[config.mk]
export PLATFORM = sky130hd
export DESIGN_NAME = vfm_top
export DESIGN_NICKNAME = d
export VERILOG_FILES = /design/src/rtl/vfm_pkg.sv /design/src/rtl/vfm_decode.sv /design/src/rtl/vfm_stage.sv /design/src/rtl/vfm_top.sv
export SDC_FILE = /design/constraint.sdc
export NUM_CORES = 1
export LEC_CHECK = 0
export ABC_AREA = 0
export CAP_MARGIN = 20
export CORE_MARGIN = 1.5
export CORE_UTILIZATION = 30
export DETAILED_ROUTE_END_ITERATION = 16
export GPL_TIMING_DRIVEN = 0
export HOLD_SLACK_MARGIN = 0.08
export PLACE_DENSITY = 0.71
export SYNTH_ARGS = -nofsm -noshare
export SYNTH_HDL_FRONTEND = slang
export SYNTH_SLANG_ARGS = --single-unit
[constraint.sdc]
create_clock -name clk -period 1.3 [get_ports clk]
set_input_delay 0.195 -clock clk [delete_from_list [all_inputs] [get_ports clk]]
set_output_delay 0.195 -clock clk [all_outputs]
set_load 0.02 [all_outputs]
[src/rtl/vfm_pkg.sv]
package vfm_pkg;
  // geometry of the video view of memory
  localparam int BANK_W = 2;               // bank number width
  localparam int OFS_W  = 14;              // offset inside a 16 KB window
  localparam int RAM_W  = BANK_W + OFS_W;  // physical RAM address
  localparam int ROM_W  = 12;              // character ROM address
  localparam int COL_W  = 10;              // colour RAM address
  localparam int NBANK  = 1 << BANK_W;
  localparam int TAG_W  = OFS_W - ROM_W;   // offset bits above the ROM window

  // one bit per bank: 1 where the character ROM overlay appears
  localparam logic [NBANK-1:0] ROM_BANKS = 4'b0101;
  // value of the upper offset bits that selects the overlay window
  localparam logic [TAG_W-1:0] ROM_TAG = 2'b01;

  typedef enum logic {SRC_RAM = 1'b0, SRC_CHROM = 1'b1} src_e;

  typedef struct packed {
    logic [RAM_W-1:0] ram_addr;
    src_e             src;
    logic [ROM_W-1:0] rom_addr;
    logic [COL_W-1:0] col_addr;
  } beat_t;
endpackage

[src/rtl/vfm_decode.sv]
module vfm_decode
  import vfm_pkg::*;
(
  input  logic [BANK_W-1:0] bank,
  input  logic [OFS_W-1:0]  ofs,
  output beat_t             beat
);
  logic [NBANK-1:0] bank_onehot;
  logic             overlay_bank;
  logic             overlay_win;

  // one-hot bank decode, gated by the overlay mask
  for (genvar b = 0; b < NBANK; b++) begin : g_bank
    assign bank_onehot[b] = (bank == BANK_W'(b)) && ROM_BANKS[b];
  end

  assign overlay_bank = |bank_onehot;
  assign overlay_win  = (ofs[OFS_W-1:ROM_W] == ROM_TAG);

  always_comb begin
    beat.ram_addr = {bank, ofs};
    beat.src      = (overlay_bank && overlay_win) ? SRC_CHROM : SRC_RAM;
    beat.rom_addr = ofs[ROM_W-1:0];
    beat.col_addr = ofs[COL_W-1:0];
  end

  // odd banks never see the overlay
  always_comb begin
    if (bank[0] === 1'b1)
      AST_ODD_BANK_RAM: assert (beat.src == SRC_RAM) else $error("odd bank decoded to ROM");
  end
endmodule

[src/rtl/vfm_stage.sv]
module vfm_stage #(
  parameter int W = 8
) (
  input  logic         clk,
  input  logic         rst_n,
  input  logic         in_valid,
  output logic         in_ready,
  input  logic [W-1:0] in_data,
  output logic         out_valid,
  input  logic         out_ready,
  output logic [W-1:0] out_data
);
  assign in_ready = !out_valid || out_ready;

  always_ff @(posedge clk) begin
    if (!rst_n) begin
      out_valid <= 1'b0;
      out_data  <= '0;
    end else if (in_ready) begin
      out_valid <= in_valid;
      if (in_valid) out_data <= in_data;
    end
  end

  AST_HOLD_DATA: assert property (@(posedge clk) disable iff (!rst_n)
    out_valid && !out_ready |=> out_valid && $stable(out_data));

  AST_ACCEPT_LANDS: assert property (@(posedge clk) disable iff (!rst_n)
    in_valid && in_ready |=> out_valid && out_data == $past(in_data));

  AST_DRAIN_EMPTY: assert property (@(posedge clk) disable iff (!rst_n)
    out_valid && out_ready && !in_valid |=> !out_valid);
endmodule

[src/rtl/vfm_top.sv]
module vfm_top
  import vfm_pkg::*;
(
  input  logic              clk,
  input  logic              rst_n,
  input  logic              req_valid,
  output logic              req_ready,
  input  logic [BANK_W-1:0] req_bank,
  input  logic [OFS_W-1:0]  req_addr,
  output logic              rsp_valid,
  input  logic              rsp_ready,
  output logic [RAM_W-1:0]  rsp_ram_addr,
  output logic              rsp_rom_sel,
  output logic [ROM_W-1:0]  rsp_rom_addr,
  output logic [COL_W-1:0]  rsp_col_addr
);
  localparam int BEAT_W = $bits(beat_t);

  beat_t             dec_beat;
  beat_t             out_beat;
  logic [BEAT_W-1:0] out_bits;

  vfm_decode u_decode (
    .bank (req_bank),
    .ofs  (req_addr),
    .beat (dec_beat)
  );

  vfm_stage #(.W(BEAT_W)) u_stage (
    .clk       (clk),
    .rst_n     (rst_n),
    .in_valid  (req_valid),
    .in_ready  (req_ready),
    .in_data   (dec_beat),
    .out_valid (rsp_valid),
    .out_ready (rsp_ready),
    .out_data  (out_bits)
  );

  assign out_beat     = beat_t'(out_bits);
  assign rsp_ram_addr = out_beat.ram_addr;
  assign rsp_rom_sel  = (out_beat.src == SRC_CHROM);
  assign rsp_rom_addr = out_beat.rom_addr;
  assign rsp_col_addr = out_beat.col_addr;

  AST_ROM_EVEN_WINDOW: assert property (@(posedge clk) disable iff (!rst_n)
    rsp_valid && rsp_rom_sel |-> !rsp_ram_addr[OFS_W] && rsp_ram_addr[OFS_W-1:ROM_W] == ROM_TAG);

  AST_ROM_ADDR_LOW: assert property (@(posedge clk) disable iff (!rst_n)
    rsp_valid |-> rsp_rom_addr == rsp_ram_addr[ROM_W-1:0]);

  AST_COL_TRACKS: assert property (@(posedge clk) disable iff (!rst_n)
    rsp_valid |-> rsp_col_addr == rsp_ram_addr[COL_W-1:0]);
endmodule

==> out/metrics.yaml <==
run_status:
  status: "finished, violations left"
  violations: "design-rule violations"
synthesis:
  synth_area_um2: 905
  yosysWarnings: 0
  syn_nets: 123
  ys_seq_area_frac: 0.398
  synth_cell_types: 14
  syn_inst: 103
  ys_seq_elements: 18
  syn_avg_cell_area_um2: 8.78
die:
  dieArea_um2: 3350
  core_region_area_um2: 2810
  rows: 19
  die_width_um: 57.9
  start_util: 0.322
  pin_count: 61
  die_h_um: 57.9
global_route:
  grt_pass1_vias: 850
  grtUsageTotal: 0.141
  grt_overflow_total: 0
  grt_max_degree: 18
  grt_pass1_wl_mm: 3.69
  grt_antenna_before_repair: 0
drt:
  drt_iter0_drc: 20
  wirelength_mm: 2.25
  firstDrtPassIters: 12
  ant_nets: 0
  vias_per_cell: 4.37
  wl_per_cell_um: 11.5
  drc: 2
  vias: 857
cts:
  cts-buffers-inserted: 3
  cts.clk_slew.worst_paths_ps: 110
  clk_path_buf_depth: 2
  cts-root-buf: "clkbuf_4"
  clkSinkCount: 18
  cts_tree: "yes"
  cts_setup_buffers: 0
  worstSkewPairLatency_ps: 290
  h-tree-depth: 1
sta:
  timing.final.hold_violations: 0
  clock_skew_ps: 5.10
  slew_headroom: 0.689
  rsz0062_at_grt: "false"
  finalWorstSetupSlack_ps: 54.2
  max_freq_ghz: 0.803
  layout_min_cycle_time_ps: 1250
  report.final.slew_viol_count: 0
  setup_violations: 0
  finalCritPeriodShare: 0.958
  tightest_slew_ps: 467
critical_path:
  crit_required_ps: 1110
  r2r_cells: 5
  r2r_slack_ps: 160
  r2r-start: "u_stage.out_valid"
  rr_endpoint: "u_stage.out_data[29]"
  end_kind: "output pin"
  worstPathMaxFanout: 4
  crit_path_end: "rsp_rom_addr[6]"
  crit_path_start: "u_stage.out_data[29]"
  arrival_ps: 1050
  path_class: "register to output pin"
  startpoint_type: "register"
power:
  power_density_nw_per_um2: 920
  internal_power_mw: 0.979
  combPwrFrac: 0.306
  peakVddDrop_v: 0.000582
  p_clk_frac: 0.249
  p_switching_mw: 0.409
  p_leak_nw: 0.751
  power_frac_seq: 0.445
  power.total_mw: 1.39
  switching_share: 0.295
finish:
  drive_gt1_frac: 0.352
  multi_input_area_um2: 327
  final_util: 0.538
  synthToLayoutAreaGrowth_pct: 66.8
  fillCellCount: 264
  final_nets: 186
  seq_area_um2: 369
  diodes: 0
placement:
  dp_hpwl_mm: 1.78
  gp_congestion: 0.824
  pre_cts_ws_ps: -367
  io_buffers: 59
worst_hold_path:
  hp-class: "input pin to register"
  hp-start: "rst_n"
run:
  drv_cap: 0
-- sequential cells by signal (all words and copies together), names as in the netlist --
name and count:
u_stage.out_data 17, u_stage.out_valid 1
-- power by group through the flow --
| stage | Clock, mW | Sequential, mW | Combinational (mW) |
|---|---|---|---|
| 2_1_floorplan | 0 | 0.669 | 0.210 |
| 3_3_place_gp | 0 | 0.627 | 0.478 |
| 3_5_place_dp | 0 | 0.630 | 0.485 |
| 4_1_cts | 0.354 | 0.616 | 0.438 |
| 5_1_grt | 0.376 | 0.625 | 0.452 |
| 6_report | 0.346 | 0.618 | 0.425 |
-- cells in the final DEF (no fill, tap or decap), types with 2 or more instances in the layout --
cell              n
nand2_1          30
clkdlybuf4s15_2  11
dlygate4sd2_1    18
clkbuf_1          4
o21ai_1           4
buf_4            22
dfxtp_2           7
dfxtp_1          11
clkbuf_2          9
clkbuf_4          3
mux2i_1          13
buf_6             2
clkdlybuf4s15_1   2
clkdlybuf4s50_1  18
nand4_1           3
-- per-stage QoR --
step	TNS (ps)	instances	cell area [um^2]	hold WS, ps
finish	0	196	1510	240
global route	0	196	1510	256
CTS	0	196	1550	234
detailed placement	-3900	193	1540	440
global placement	-3620	193	1540	437
floorplan	0	103	906	326
-- critical path, stage by stage, from the launching register on --
cell,delay (ps)
dfxtp_1,390
buf_4,130
clkdlybuf4s15_2,250
-- cells by family (layout without fill, tap and decap cells) --
| group | count (synthesis) | in the layout | synth area share |
|---|---|---|---|
| muxes | 13 | 13 | 0.144 |
| AOI/OAI and AO/OA | 5 | 5 | 0.0304 |
| buffers and inverters | 30 | 92 | 0.241 |
| and+or+nand+nor | 37 | 37 | 0.187 |
| DFF | 18 | 18 | 0.398 |
-- worst min path at each step --
stage,to,slack [ps],cells after the start
floorplan,u_stage.out_valid,330,2
CTS,u_stage.out_data[36],230,3
finish,u_stage.out_data[36],240,3
global placement,u_stage.out_data[22],440,2
global route,u_stage.out_data[37],260,3
detailed placement,u_stage.out_data[36],440,2
-- cell type report --
type                       count  share of cell area
clock buffer                   4              0.0240
buffer                        28               0.134
tap                           31              0.0257
multi-input combinational     55               0.216
sequential                    18               0.245
inverter                       1             0.00249
timing repair buffer          59               0.352
-- cells in the mapped netlist --
library cell / number / area [um^2]
nand2_1: 30 / 113
buf_4: 22 / 165
dfxtp_1: 18 / 360
mux2i_1: 13 / 130
clkbuf_1: 4 / 15.0
o21ai_1: 4 / 20.0
buf_6: 3 / 33.8
nand4_1: 3 / 18.8
a21boi_0: 1 / 7.51
and2_4: 1 / 8.76
inv_1: 1 / 3.75
nand2b_4: 1 / 13.8
nand3_1: 1 / 5.00
nor4bb_1: 1 / 10.0
-- repair_timing --
action	4_1_cts	5_1_grt
hold buffers	0	0
gates resized for setup	76	16
hold endpoints to repair	0	0
setup endpoints to repair	42	19
-- metal layers --
metal / up-vias / wire length, um / GRT usage
met3: 0 / 177 / 0.0513
li1: 432 / - / -
met5: - / 0 / 0
met2: 31 / 1230 / 0.271
met1: 394 / 835 / 0.145
met4: 0 / 0 / 0.0299
Note: power is estimated with default switching activity, not from simulation.
